### src/rtl/qpc_pkg.sv
package qpc_pkg;
    localparam int THR_W = 8;

    localparam logic [1:0] ADDR_CFG   = 2'd0;
    localparam logic [1:0] ADDR_LOAD  = 2'd1;
    localparam logic [1:0] ADDR_CLEAR = 2'd2;

    typedef struct packed {
        logic             gen;
        logic             excl_abort;
        logic             txn_only;
        logic             edge_en;
        logic             invert;
        logic             kern_en;
        logic             user_en;
        logic [THR_W-1:0] thr;
    } qpc_cfg_t;

    localparam int CFG_W = $bits(qpc_cfg_t);

    typedef enum logic [1:0] {
        TX_IDLE    = 2'd0,
        TX_OPEN    = 2'd1,
        TX_ABORTED = 2'd2
    } qpc_txst_t;
endpackage

### src/rtl/qpc_qualify.sv
module qpc_qualify
    import qpc_pkg::*;
#(
    parameter int EVW = 4
) (
    input  logic           clk,
    input  logic           rst_n,
    input  qpc_cfg_t       cfg,
    input  logic [EVW-1:0] ev_count,
    input  logic [1:0]     priv_lvl,
    input  logic           in_txn,
    output logic [EVW-1:0] inc,
    output logic           cfg_err
);
    logic thr_zero, ge_thr, cond, pol, prev_pol, hit;
    logic priv_ok, txn_ok, gate;
    logic [EVW-1:0] amount;

    always_comb begin
        thr_zero = (cfg.thr == '0);
        ge_thr   = ({{THR_W{1'b0}}, ev_count} >= {{EVW{1'b0}}, cfg.thr});
        cond     = thr_zero ? (ev_count != '0) : ge_thr;
        pol      = cond ^ cfg.invert;
        hit      = cfg.edge_en ? (pol & ~prev_pol) : pol;
        if (thr_zero && !cfg.invert && !cfg.edge_en)
            amount = ev_count;
        else
            amount = {{(EVW-1){1'b0}}, hit};
        cfg_err  = cfg.edge_en & thr_zero;
        priv_ok  = (priv_lvl == 2'd0) ? cfg.kern_en : cfg.user_en;
        txn_ok   = ~cfg.txn_only | in_txn;
        gate     = cfg.gen & ~cfg_err & priv_ok & txn_ok;
        inc      = gate ? amount : '0;
    end

    always_ff @(posedge clk) begin
        if (!rst_n) prev_pol <= 1'b0;
        else        prev_pol <= pol;
    end

    // a nonzero threshold never adds more than one per cycle
    a_r2_unit_step: assert property (@(posedge clk) disable iff (!rst_n)
        (cfg.thr != '0) |-> (inc <= 1));

    // an illegal configuration produces no increments
    a_r5_err_silent: assert property (@(posedge clk) disable iff (!rst_n)
        cfg_err |-> (inc == '0));
endmodule

### src/rtl/qpc_txn_fsm.sv
module qpc_txn_fsm
    import qpc_pkg::*;
#(
    parameter int W   = 48,
    parameter int EVW = 4
) (
    input  logic           clk,
    input  logic           rst_n,
    input  logic           excl_abort,
    input  logic           in_txn,
    input  logic           txn_abort,
    input  logic [EVW-1:0] inc,
    output logic [W-1:0]   main_add,
    output qpc_txst_t      state
);
    qpc_txst_t    state_nxt;
    logic [W-1:0] shadow, shadow_nxt, inc_w;

    assign inc_w = {{(W-EVW){1'b0}}, inc};

    always_ff @(posedge clk) begin
        if (!rst_n) begin
            state  <= TX_IDLE;
            shadow <= '0;
        end else begin
            state  <= state_nxt;
            shadow <= shadow_nxt;
        end
    end

    always_comb begin
        state_nxt  = state;
        shadow_nxt = shadow;
        main_add   = '0;
        unique case (state)
            TX_IDLE: begin
                if (in_txn && excl_abort) begin
                    if (txn_abort) begin
                        state_nxt  = TX_ABORTED;
                        shadow_nxt = '0;
                    end else begin
                        state_nxt  = TX_OPEN;
                        shadow_nxt = inc_w;
                    end
                end else begin
                    main_add = inc_w;
                end
            end
            TX_OPEN: begin
                if (in_txn) begin
                    if (txn_abort) begin
                        state_nxt  = TX_ABORTED;
                        shadow_nxt = '0;
                    end else begin
                        shadow_nxt = shadow + inc_w;
                    end
                end else begin
                    main_add   = shadow + inc_w;
                    shadow_nxt = '0;
                    state_nxt  = TX_IDLE;
                end
            end
            TX_ABORTED: begin
                if (!in_txn) begin
                    main_add  = inc_w;
                    state_nxt = TX_IDLE;
                end
            end
            default: begin
                state_nxt  = TX_IDLE;
                shadow_nxt = '0;
            end
        endcase
    end

    // nothing reaches the counter from inside a tracked transaction
    a_r8_open_hold: assert property (@(posedge clk) disable iff (!rst_n)
        (state == TX_OPEN && in_txn) |-> (main_add == '0));

    a_r8_aborted_drop: assert property (@(posedge clk) disable iff (!rst_n)
        (state == TX_ABORTED && in_txn) |-> (main_add == '0));

    a_r8_abort_to_aborted: assert property (@(posedge clk) disable iff (!rst_n)
        (state == TX_OPEN && in_txn && txn_abort) |=> (state == TX_ABORTED));
endmodule

### src/rtl/qpc_main_cnt.sv
module qpc_main_cnt #(
    parameter int W = 48
) (
    input  logic         clk,
    input  logic         rst_n,
    input  logic [W-1:0] add,
    input  logic         wr_load,
    input  logic         wr_clear,
    input  logic [W-1:0] load_val,
    output logic [W-1:0] count,
    output logic         ovf
);
    logic [W:0] sum;

    assign sum = {1'b0, count} + {1'b0, add};

    always_ff @(posedge clk) begin
        if (!rst_n) begin
            count <= '0;
            ovf   <= 1'b0;
        end else if (wr_clear) begin
            count <= '0;
            ovf   <= 1'b0;
        end else if (wr_load) begin
            count <= load_val;
        end else begin
            count <= sum[W-1:0];
            if (sum[W]) ovf <= 1'b1;
        end
    end

    // overflow is sticky until cleared
    a_r9_ovf_sticky: assert property (@(posedge clk) disable iff (!rst_n)
        (ovf && !wr_clear) |=> ovf);

    // load and clear act in the next cycle
    a_r10_load: assert property (@(posedge clk) disable iff (!rst_n)
        (wr_load && !wr_clear) |=> (count == $past(load_val)));

    a_r10_clear: assert property (@(posedge clk) disable iff (!rst_n)
        wr_clear |=> (count == '0 && !ovf));
endmodule

### src/rtl/qpc_top.sv
module qpc_top
    import qpc_pkg::*;
#(
    parameter int W   = 48,
    parameter int EVW = 4
) (
    input  logic           clk,
    input  logic           rst_n,
    input  logic [EVW-1:0] ev_count,
    input  logic [1:0]     priv_lvl,
    input  logic           in_txn,
    input  logic           txn_abort,
    input  logic           wr_en,
    input  logic [1:0]     wr_addr,
    input  logic [W-1:0]   wr_data,
    output logic [W-1:0]   count,
    output logic           ovf,
    output logic           cfg_err
);
    qpc_cfg_t       cfg;
    logic [EVW-1:0] inc;
    logic [W-1:0]   main_add;
    qpc_txst_t      txst;
    logic           wr_cfg, wr_load, wr_clear;

    assign wr_cfg   = wr_en && (wr_addr == ADDR_CFG);
    assign wr_load  = wr_en && (wr_addr == ADDR_LOAD);
    assign wr_clear = wr_en && (wr_addr == ADDR_CLEAR);

    always_ff @(posedge clk) begin
        if (!rst_n)      cfg <= '0;
        else if (wr_cfg) cfg <= qpc_cfg_t'(wr_data[CFG_W-1:0]);
    end

    qpc_qualify #(.EVW(EVW)) i_qualify (
        .clk(clk), .rst_n(rst_n), .cfg(cfg), .ev_count(ev_count),
        .priv_lvl(priv_lvl), .in_txn(in_txn), .inc(inc), .cfg_err(cfg_err)
    );

    qpc_txn_fsm #(.W(W), .EVW(EVW)) i_txn (
        .clk(clk), .rst_n(rst_n), .excl_abort(cfg.excl_abort), .in_txn(in_txn),
        .txn_abort(txn_abort), .inc(inc), .main_add(main_add), .state(txst)
    );

    qpc_main_cnt #(.W(W)) i_cnt (
        .clk(clk), .rst_n(rst_n), .add(main_add), .wr_load(wr_load),
        .wr_clear(wr_clear), .load_val(wr_data), .count(count), .ovf(ovf)
    );

    // global enable off keeps the counter still outside transactions
    a_r11_off_stable: assert property (@(posedge clk) disable iff (!rst_n)
        (!cfg.gen && txst == TX_IDLE && !in_txn && !wr_en) |=> $stable(count));

    // an illegal setting holds the counter outside transactions
    a_r5_err_hold: assert property (@(posedge clk) disable iff (!rst_n)
        (cfg_err && txst == TX_IDLE && !in_txn && !wr_en) |=> $stable(count));
endmodule

### config.mk
export PLATFORM = sky130hd
export DESIGN_NAME = qpc_top
export DESIGN_NICKNAME = d
export VERILOG_FILES = /design/src/rtl/qpc_pkg.sv /design/src/rtl/qpc_qualify.sv /design/src/rtl/qpc_txn_fsm.sv /design/src/rtl/qpc_main_cnt.sv /design/src/rtl/qpc_top.sv
export SDC_FILE = /design/constraint.sdc
export NUM_CORES = 1
export LEC_CHECK = 0
export BUFFER_PORTS_ARGS = -buffer_cell sky130_fd_sc_hd__clkbuf_2
export CORE_ASPECT_RATIO = 0.75
export CORE_MARGIN = 8
export CORE_UTILIZATION = 35
export DETAILED_ROUTE_END_ITERATION = 10
export GPL_TIMING_DRIVEN = 0
export HOLD_SLACK_MARGIN = 0.15
export PLACE_DENSITY_LB_ADDON = 0.3
export SLEW_MARGIN = 25
export SYNTH_ARGS = -nofsm -noshare
export SYNTH_HDL_FRONTEND = slang
export SYNTH_SLANG_ARGS = --single-unit
### constraint.sdc
create_clock -name clk -period 17.05 [get_ports clk]
set_input_delay 2.5575 -clock clk [delete_from_list [all_inputs] [get_ports clk]]
set_output_delay 2.5575 -clock clk [all_outputs]
set_load 0.05 [all_outputs]
==> reports/qor.yml, run 1 <==
run_status:
  outcome: "finished, final reports clean"
final_layout:
  fillerInstances: 2575
  num_antenna_cells: 0
  nets: 1445
  drive_gt1_frac: 0.144
  final_cell_count_no_fill: 1677
  area.growth.synth_to_final_pct: 18.8
synth:
  asyncSetResetFlopFracSynth: 0
  seq_area_frac_synth: 0.262
  synth_cell_type_count: 83
  synth.top_cells.by_area: "sky130_fd_sc_hd__dfxtp_1, sky130_fd_sc_hd__ha_1, sky130_fd_sc_hd__a21oi_1, sky130_fd_sc_hd__nand2_1, sky130_fd_sc_hd__nor2_1"
  ys_seq_elements: 115
  ys.warnings.count: 0
  synth.largest_area_cell: "sky130_fd_sc_hd__dfxtp_1"
  mappedNetlistNets: 1316
  ys.flop_type: "sky130_fd_sc_hd__dfxtp_1"
  synth_area_per_cell_um2: 7.35
  edff_count_synth: 0
  synth_largest_type_area_fraction: 0.262
  postSynthCellCount: 1197
  post_synth_instance_area_um2: 8790
cts:
  clk_pin_slew_ps: 60
  cts.repair_timing.setup_buffer_count: 0
  number_of_clock_buffers_inserted_by_tritoncts: 17
  depth_of_the_cts_h_tree: 4
  clk_latency_ps: 430
  root_buffer: "sky130_fd_sc_hd__clkbuf_16"
  postcts_resize_cnt: 0
  hold_buffers: 0
  number_of_buffers_on_the_longest_clock_path: 2
  cts_tree: "done"
  sink_count_of_the_clock_tree: 115
worst_setup_path:
  cpPeakStageDelay_ps: 710
  cp_data_arrival_time_ps: 9100
  critPathBufInv: 3
  critical_path.startpoint_type: "primary input"
  setup.worst_path.class: "in2reg"
  worst_path_max_delay_cell: "sky130_fd_sc_hd__nor4_1"
  timing.critical_path.required_ps: 17370
  critPathMaxFanout: 6
  cpLargestDelayFamily: "simple AND/OR/NAND/NOR gates"
  setup.worst_path.end_class: "flip-flop"
detailed_routing:
  via_count: 9308
  first_drt_pass_iteration_count: 6
  wl_per_cell_um: 18.6
  detail_route.iter0.violations: 819
  drcViolationCount: 0
  detail_route.vias_per_cell: 5.55
  antenna_violating_nets_post_route: 0
  route.final.wire_length_um: 31200
run:
  max_cap_viol_count: 0
floorplan:
  die_area_um2: 30500
  start_util: 0.354
  die_h_um: 153
  placementRows: 50
  floorplan.io_pins: 111
  core_um2: 24800
  floorplan.die.width_um: 199
timing:
  rsz0062_at_grt: "no"
  timing.final.setup_violations: 0
  report.final.hold_viol_count: 0
  final_min_period_over_clock_period: 0.515
  final.min_clock_period_ps: 8780
  maximum_frequency_from_static_timing_analysis_mhz: 114
  setup_tns_final_ps: 0
  fin_worst_skew_ps: 10.3
  worst_slew_pin_slew_ps: 886
  slew_headroom: 0.409
  finalMaxSlewViolations: 0
global_route:
  pin_count_of_the_biggest_net_entering_global_routing: 17
  grt_usage: 0.200
  globalRouteOverflowTotal: 0
  grt_antenna_before_repair: 1
  grt_pass1_wl_um: 48300
  via_count_of_the_first_global_routing_pass: 8553
power_and_ir_drop:
  cellLeakagePower_nw: 4.32
  power.density_cell_area_nw_per_um2: 73.8
  vdd.ir_drop.worst_uv: 49.7
min_path:
  hp-class: "reg2reg"
placement:
  port_buffers: 110
  placed_cells: 1645
  post-dp-hpwl_um: 24600
  place_congestion: 0.936
per-stage QoR:
step	utilization	worst slack [ps]	area, um2	hold WS [ps]	total power [mW]
5_1_grt	0.421	7890	10500	481	0.791
2_1_floorplan	-	9260	8790	431	0.326
3_3_place_gp	0.393	7930	9770	439	0.353
3_5_place_dp	0.393	7940	9770	448	0.353
4_1_cts	0.421	8370	10500	456	0.775
6_report	0.421	8270	10500	454	0.772
worst register-to-register path: cells and delay by family (launching register included):
kind | cells | cell delay (ps)
AO/OA/AOI/OAI | 4 | 660
XOR/XNOR | 1 | 210
adder cells (fa/ha/maj) | 3 | 1030
buffers and inverters | 1 | 60
flip-flops | 1 | 310
multiplexers | 1 | 400
AND/OR/NAND/NOR | 16 | 4300
layer usage:
| metal | track usage | routed length [um] | vias to the layer above |
|---|---|---|---|
| met3 | 0.0452 | 2660 | 32 |
| met4 | 0.0564 | 522 | 0 |
| met1 | 0.290 | 15000 | 4336 |
| li1 | - | - | 4569 |
| met2 | 0.290 | 13000 | 371 |
| met5 | 0 | 0 | - |
placed cells by master, fill, tap and decap left out, types with 16 or more instances in the layout:
master,instances
sky130_fd_sc_hd__nand4_1,22
sky130_fd_sc_hd__clkbuf_1,42
sky130_fd_sc_hd__a21oi_1,118
sky130_fd_sc_hd__nor2_1,151
sky130_fd_sc_hd__a31oi_1,16
sky130_fd_sc_hd__nand3_1,51
sky130_fd_sc_hd__a21o_1,39
sky130_fd_sc_hd__o21ai_0,73
sky130_fd_sc_hd__ha_1,56
sky130_fd_sc_hd__nand2_1,155
sky130_fd_sc_hd__xor2_1,36
sky130_fd_sc_hd__inv_1,23
sky130_fd_sc_hd__clkbuf_2,114
sky130_fd_sc_hd__nor3_1,31
sky130_fd_sc_hd__dfxtp_1,115
sky130_fd_sc_hd__clkbuf_16,17
sky130_fd_sc_hd__xnor2_1,42
report_power, final:
part           total [mW]  switching [mW]  leakage [nW]  internal (mW)
Sequential          0.278         0.00402         0.930          0.274
Combinational      0.0704          0.0495          3.06         0.0209
Clock               0.423           0.142         0.325          0.282
state kept, by name, summed over array words and instances (netlist names):
name,flops
i_cnt.count,48
i_qualify.prev_pol,1
cfg,15
i_cnt.ovf,1
i_txn.shadow,48
i_txn.state,2
logic make-up (layout without fill, tap and decap cells):
logic type,count (synthesis),in the layout,synth area share
fa+ha+maj,58,58,0.0842
xor+xnor,78,78,0.0777
simple gates,519,519,0.291
mux,3,3,0.00356
flops,115,115,0.262
buf+inv,83,225,0.0371
compound gates,341,341,0.245
path summary, 6_finish.rpt:
check | depth (start not counted) | slack, ps | start | end
hold / removal | 2 | 450 | cfg[8] | cfg[8]
setup reg to reg | 26 | 9940 | cfg[4] | i_cnt.count[44]
hold reg to reg | 2 | 450 | cfg[8] | cfg[8]
setup / recovery | 30 | 8270 | ev_count[0] | i_cnt.count[44]
Yosys cell counts, types with 14 or more instances:
library cell,n
sky130_fd_sc_hd__nand2_1,155
sky130_fd_sc_hd__nor2_1,151
sky130_fd_sc_hd__a21oi_1,118
sky130_fd_sc_hd__dfxtp_1,115
sky130_fd_sc_hd__o21ai_0,73
sky130_fd_sc_hd__ha_1,56
sky130_fd_sc_hd__nand3_1,51
sky130_fd_sc_hd__clkbuf_1,42
sky130_fd_sc_hd__xnor2_1,42
sky130_fd_sc_hd__a21o_1,39
sky130_fd_sc_hd__xor2_1,36
sky130_fd_sc_hd__nor3_1,31
sky130_fd_sc_hd__inv_1,23
sky130_fd_sc_hd__nand4_1,22
sky130_fd_sc_hd__a31oi_1,16
sky130_fd_sc_hd__a211oi_1,15
sky130_fd_sc_hd__or3_1,15
sky130_fd_sc_hd__and3_1,14
layout make-up:
cell class | count | area, um2 | share of cell area
Multi-Input combinational cell | 999 | 6160 | 0.590
Tap cell | 338 | 423 | 0.0405
Clock inverter | 13 | 230 | 0.0220
Buffer | 59 | 236 | 0.0226
Inverter | 24 | 90.1 | 0.00862
Sequential cell | 115 | 2300 | 0.220
Clock buffer | 19 | 453 | 0.0433
Timing Repair Buffer | 110 | 551 | 0.0527
No activity file was read; power rests on OpenSTA's default activity.
==> inputs of run 2 (changes only) <==
clock period = 7.2 ns   (was 17.05 ns; I/O delays follow)
==> run 2 against run 1 <==
Against the previous run: die area is the same; cell count is the same; clock-buffer cell count is the same; clock power grew 140%; clock skew is essentially flat; via count shrank 0.43%; non-clock buffer count is the same; hold slack is essentially flat; routed wire length grew 0.35%; core utilization grew 0.30 points; critical path type unchanged.
==> reports/qor.yml, run 2 (synthesis results as in run 1) <==
global_route:
  grt_usage: 0.200
  via_count_of_the_first_global_routing_pass: 8561
  pin_count_of_the_biggest_net_entering_global_routing: 17
  globalRouteOverflowTotal: 0
  grt_antenna_before_repair: 1
  grt_pass1_wl_um: 48400
worst_setup_path:
  worst_path_max_delay_cell: "sky130_fd_sc_hd__nor4_2"
  worst_r2r_path_depth: 26
  crit_cells: 30
  cpLargestDelayFamily: "simple AND/OR/NAND/NOR gates"
  cp_data_arrival_time_ps: 7200
  timing.critical_path.required_ps: 7520
  setup.worst_path.class: "in2reg"
  critPathBufInv: 3
  worst_r2r_startpoint: "cfg[4]"
  critical_path.startpoint_type: "primary input"
  startpoint: "ev_count[0]"
  setup.reg_to_reg.worst_slack_ps: 420
  setup.worst_path.end_class: "flip-flop"
  critPathMaxFanout: 6
  cpPeakStageDelay_ps: 570
  critPathCapture: "i_cnt.count[44]"
  crit-reg2reg-capture: "i_cnt.count[44]"
cts:
  depth_of_the_cts_h_tree: 4
  number_of_clock_buffers_inserted_by_tritoncts: 17
  cts.repair_timing.setup_buffer_count: 0
  root_buffer: "sky130_fd_sc_hd__clkbuf_16"
  hold_buffers: 0
  sink_count_of_the_clock_tree: 115
  clk_latency_ps: 430
  clk_pin_slew_ps: 60
  number_of_buffers_on_the_longest_clock_path: 2
  cts_tree: "done"
run:
  max_cap_viol_count: 0
detailed_routing:
  first_drt_pass_iteration_count: 5
  wl_per_cell_um: 18.7
  drcViolationCount: 0
  antenna_violating_nets_post_route: 0
  detail_route.iter0.violations: 861
  route.final.wire_length_um: 31400
  via_count: 9268
  detail_route.vias_per_cell: 5.53
timing:
  finalMaxSlewViolations: 0
  final_critical_path_setup_slack_ps: 314
  slew_headroom: 0.412
  worst_slew_pin_slew_ps: 882
  timing.final.setup_violations: 0
  report.final.hold_viol_count: 0
  setup_tns_final_ps: 0
  final.min_clock_period_ps: 6890
  fin_worst_skew_ps: 10.8
  final_min_period_over_clock_period: 0.956
  maximum_frequency_from_static_timing_analysis_mhz: 145
final_layout:
  drive_gt1_frac: 0.151
  num_antenna_cells: 0
  multi_input_comb_area_um2: 6240
  area.growth.synth_to_final_pct: 19.7
  finalCoreUtilization: 0.424
  sequential_cell_area_um2: 2300
  postLayoutCellArea_um2: 10500
  fillerInstances: 2567
  nets: 1445
  layout.cells.most_common_list: "sky130_fd_sc_hd__nand2_1, sky130_fd_sc_hd__nor2_1, sky130_fd_sc_hd__a21oi_1"
  layout_top_registers: "i_cnt.count (48), i_txn.shadow (48), cfg (15)"
  layout_commonest_cell: "sky130_fd_sc_hd__nand2_1"
placement:
  placed_cell_area_um2: 9770
  detailedPlace.worstSlack_ps: -437
  post-dp-hpwl_um: 24600
  port_buffers: 110
  place_congestion: 0.936
run_status:
  outcome: "finished, final reports clean"
floorplan:
  floorplan.die.width_um: 199
  die_area_um2: 30500
  start_util: 0.354
  floorplan.io_pins: 111
  die_h_um: 153
  core_um2: 24800
  placementRows: 50
min_path:
  hp-class: "reg2reg"
power_and_ir_drop:
  cellLeakagePower_nw: 4.38
  fin_total_pwr_mw: 1.83
  vdd.ir_drop.worst_uv: 118
  power.density_cell_area_nw_per_um2: 174
run 2: cell type report:
| type | instances | share of cell area |
|---|---|---|
| buffer | 59 | 0.0225 |
| clock buffer | 19 | 0.0430 |
| clock inverter | 13 | 0.0219 |
| inverter | 24 | 0.00856 |
| multi-input combinational | 999 | 0.593 |
| sequential | 115 | 0.219 |
| tap | 338 | 0.0402 |
| timing repair buffer | 110 | 0.0523 |
run 2: through the flow:
step | instances | hold WS [ps]
finish | 1677 | 454
global route | 1677 | 481
CTS | 1677 | 456
detailed placement | 1645 | 448
global placement | 1645 | 439
floorplan | 1197 | 431
run 2: worst register-to-register path, stage by stage, from the launching register on:
cell and delay, ps:
sky130_fd_sc_hd__dfxtp_1 320, sky130_fd_sc_hd__or4_1 670, sky130_fd_sc_hd__nor2_1 370, sky130_fd_sc_hd__o41ai_1 170, sky130_fd_sc_hd__o31ai_2 110, sky130_fd_sc_hd__mux2_2 380, sky130_fd_sc_hd__nor3_1 220, sky130_fd_sc_hd__ha_1 230
sky130_fd_sc_hd__inv_1 60, sky130_fd_sc_hd__fa_1 400, sky130_fd_sc_hd__nor2b_1 130, sky130_fd_sc_hd__o21a_1 220, sky130_fd_sc_hd__o211ai_4 170, sky130_fd_sc_hd__nor3_4 240, sky130_fd_sc_hd__nand3_2 190, sky130_fd_sc_hd__nor2_1 190
sky130_fd_sc_hd__xnor2_1 210, sky130_fd_sc_hd__nor2_1 110, sky130_fd_sc_hd__ha_1 410, sky130_fd_sc_hd__nand2_1 80, sky130_fd_sc_hd__nor2_1 250, sky130_fd_sc_hd__nand3_1 180, sky130_fd_sc_hd__nor4_2 570, sky130_fd_sc_hd__nor4_4 110
sky130_fd_sc_hd__nor4_4 430, sky130_fd_sc_hd__or3_1 180, sky130_fd_sc_hd__nand3_1 70
run 2: worst min-delay path by stage:
| stage | startpoint | to | slack (ps) | cells after the start |
|---|---|---|---|---|
| floorplan | cfg[7] | cfg[7] | 430 | 2 |
| global placement | cfg[5] | cfg[5] | 440 | 2 |
| detailed placement | cfg[8] | cfg[8] | 450 | 2 |
| CTS | cfg[8] | cfg[8] | 460 | 2 |
| global route | cfg[8] | cfg[8] | 480 | 2 |
| finish | cfg[8] | cfg[8] | 450 | 2 |
run 2: report_power, final:
part           internal (mW)  total (mW)  switching [mW]
Combinational         0.0498       0.168           0.118
Clock                  0.667        1.00           0.334
Sequential             0.649       0.658         0.00966
Total                   1.37        1.83           0.462
run 2: what timing repair did:
item	CTS	global route
setup endpoints to repair	1	8
gates resized for setup	1	11
pin swaps	0	1
run 2: per-layer routing:
| metal | vias to the layer above | part of all wire | global-route usage |
|---|---|---|---|
| li1 | 4556 | - | - |
| met1 | 4328 | 0.48 | 0.290 |
| met2 | 354 | 0.42 | 0.290 |
| met3 | 30 | 0.081 | 0.0452 |
| met4 | 0 | 0.017 | 0.0564 |
| met5 | - | 0 | 0 |
==> inputs of run 3 (changes only) <==
CORE_UTILIZATION = 37   (was 35)
GPL_TIMING_DRIVEN = not set   (was 0)
==> run 3 against run 2 <==
Against the previous run: register-to-register slack improved by 110 ps; power fell by 14%; die area fell by 4.9%; clock skew rose by 2.7 ps; cell count fell by 4.8%; sequential share of layout area rose by 0.81 points; combinational power fell by 5%; critical path type unchanged; critical endpoint unchanged.
==> reports/qor.yml, run 3 (synthesis results as in run 1) <==
run_status:
  outcome: "finished, final reports clean"
global_route:
  pin_count_of_the_biggest_net_entering_global_routing: 49
  globalRouteOverflowTotal: 0
  grt_usage: 0.188
  via_count_of_the_first_global_routing_pass: 7945
  grt_pass1_wl_um: 44200
  grt_antenna_before_repair: 0
run:
  max_cap_viol_count: 0
detailed_routing:
  drcViolationCount: 0
  via_count: 9004
  detail_route.vias_per_cell: 5.64
  route.final.wire_length_um: 28300
  first_drt_pass_iteration_count: 6
  wl_per_cell_um: 17.7
  detail_route.iter0.violations: 972
  antenna_violating_nets_post_route: 0
worst_setup_path:
  critical_path.startpoint_type: "primary input"
  cpPeakStageDelay_ps: 430
  cp_data_arrival_time_ps: 7160
  critPathMaxFanout: 6
  setup.worst_path.class: "in2reg"
  worst_path_max_delay_cell: "sky130_fd_sc_hd__nor4_1"
  setup.worst_path.end_class: "flip-flop"
  critPathBufInv: 4
  timing.critical_path.required_ps: 7560
  cpLargestDelayFamily: "simple AND/OR/NAND/NOR gates"
placement:
  port_buffers: 110
  post-dp-hpwl_um: 21600
  place_congestion: 0.973
  detailedPlace.worstSlack_ps: 12.6
floorplan:
  floorplan.io_pins: 111
  die_h_um: 150
  start_util: 0.372
  floorplan.die.width_um: 194
  core_um2: 23700
  die_area_um2: 29000
  placementRows: 49
final_layout:
  layout_commonest_cell: "sky130_fd_sc_hd__nand2_1"
  layout.cells.most_common_list: "sky130_fd_sc_hd__nand2_1, sky130_fd_sc_hd__nor2_1, sky130_fd_sc_hd__a21oi_1"
  num_antenna_cells: 0
  nets: 1398
  area.growth.synth_to_final_pct: 15.4
  finalCoreUtilization: 0.429
  fillerInstances: 2404
  drive_gt1_frac: 0.153
  layout_top_registers: "i_cnt.count (48), i_txn.shadow (48), cfg (15)"
timing:
  final_critical_path_setup_slack_ps: 395
  timing.final.setup_violations: 0
  final_min_period_over_clock_period: 0.945
  worst_slew_pin_slew_ps: 981
  maximum_frequency_from_static_timing_analysis_mhz: 147
  setup_tns_final_ps: 0
  report.final.hold_viol_count: 0
  slew_headroom: 0.346
  final.min_clock_period_ps: 6800
  fin_worst_skew_ps: 13.5
  finalMaxSlewViolations: 0
  rsz0062_at_grt: "no"
power_and_ir_drop:
  power.density_cell_area_nw_per_um2: 155
  fin_total_pwr_mw: 1.57
  cellLeakagePower_nw: 4.24
  vdd.ir_drop.worst_uv: 144
cts:
  number_of_clock_buffers_inserted_by_tritoncts: 17
  number_of_buffers_on_the_longest_clock_path: 2
  sink_count_of_the_clock_tree: 115
  depth_of_the_cts_h_tree: 4
  clk_latency_ps: 420
  cts_tree: "done"
  root_buffer: "sky130_fd_sc_hd__clkbuf_16"
  clk_pin_slew_ps: 60
  cts.repair_timing.setup_buffer_count: 0
min_path:
  hp-class: "reg2reg"
[run 3: path summary, 6_finish.rpt]
| check | from | endpoint | slack (ps) | cells past startpoint |
|---|---|---|---|---|
| min | cfg[5] | cfg[5] | 450 | 2 |
| max | ev_count[0] | i_cnt.count[44] | 400 | 29 |
| min reg2reg | cfg[5] | cfg[5] | 450 | 2 |
| max reg2reg | cfg[4] | i_cnt.count[44] | 530 | 25 |
[run 3: routing by layer]
metal	share of wire	vias up	GRT usage
met2	0.40	340	0.261
li1	-	4468	-
met3	0.078	17	0.0488
met5	0	-	0
met1	0.51	4179	0.283
met4	0.0096	0	0.0404
[run 3: worst min-delay path: cells and delay by family (launching register included)]
kind / cells / cell delay, ps
flip-flops: 1 / 300
AO/OA/AOI/OAI: 1 / 50
AND/OR/NAND/NOR: 1 / 50
[run 3: per-stage QoR]
stage	cell area (um2)	std cells	hold WS, ps
finish	10100	1597	450
global route	10100	1597	473
CTS	10100	1597	453
detailed placement	9590	1566	446
global placement	9590	1566	439
floorplan	8790	1197	431
[run 3: area by class of cell]
| type | count | area [um2] | share of cell area |
|---|---|---|---|
| clock buffer | 21 | 460 | 0.0454 |
| multi-input combinational | 999 | 6210 | 0.612 |
| clock inverter | 10 | 61.3 | 0.00604 |
| inverter | 24 | 90.1 | 0.00888 |
| timing repair buffer | 122 | 641 | 0.0631 |
| sequential | 115 | 2300 | 0.227 |
| tap | 306 | 383 | 0.0377 |
[run 3: repair_timing]
| action | 4_1_cts | 5_1_grt |
|---|---|---|
| resized for setup | 0 | 5 |
| endpoints found under the hold margin | 0 | 0 |
| hold buffers | 0 | 0 |
| setup endpoints to repair | 0 | 9 |
[run 3: report_power, final]
part	leakage (nW)	internal, mW	switching (mW)
logic	3.05	0.0490	0.110
registers	0.930	0.649	0.0100
clock network	0.254	0.451	0.302
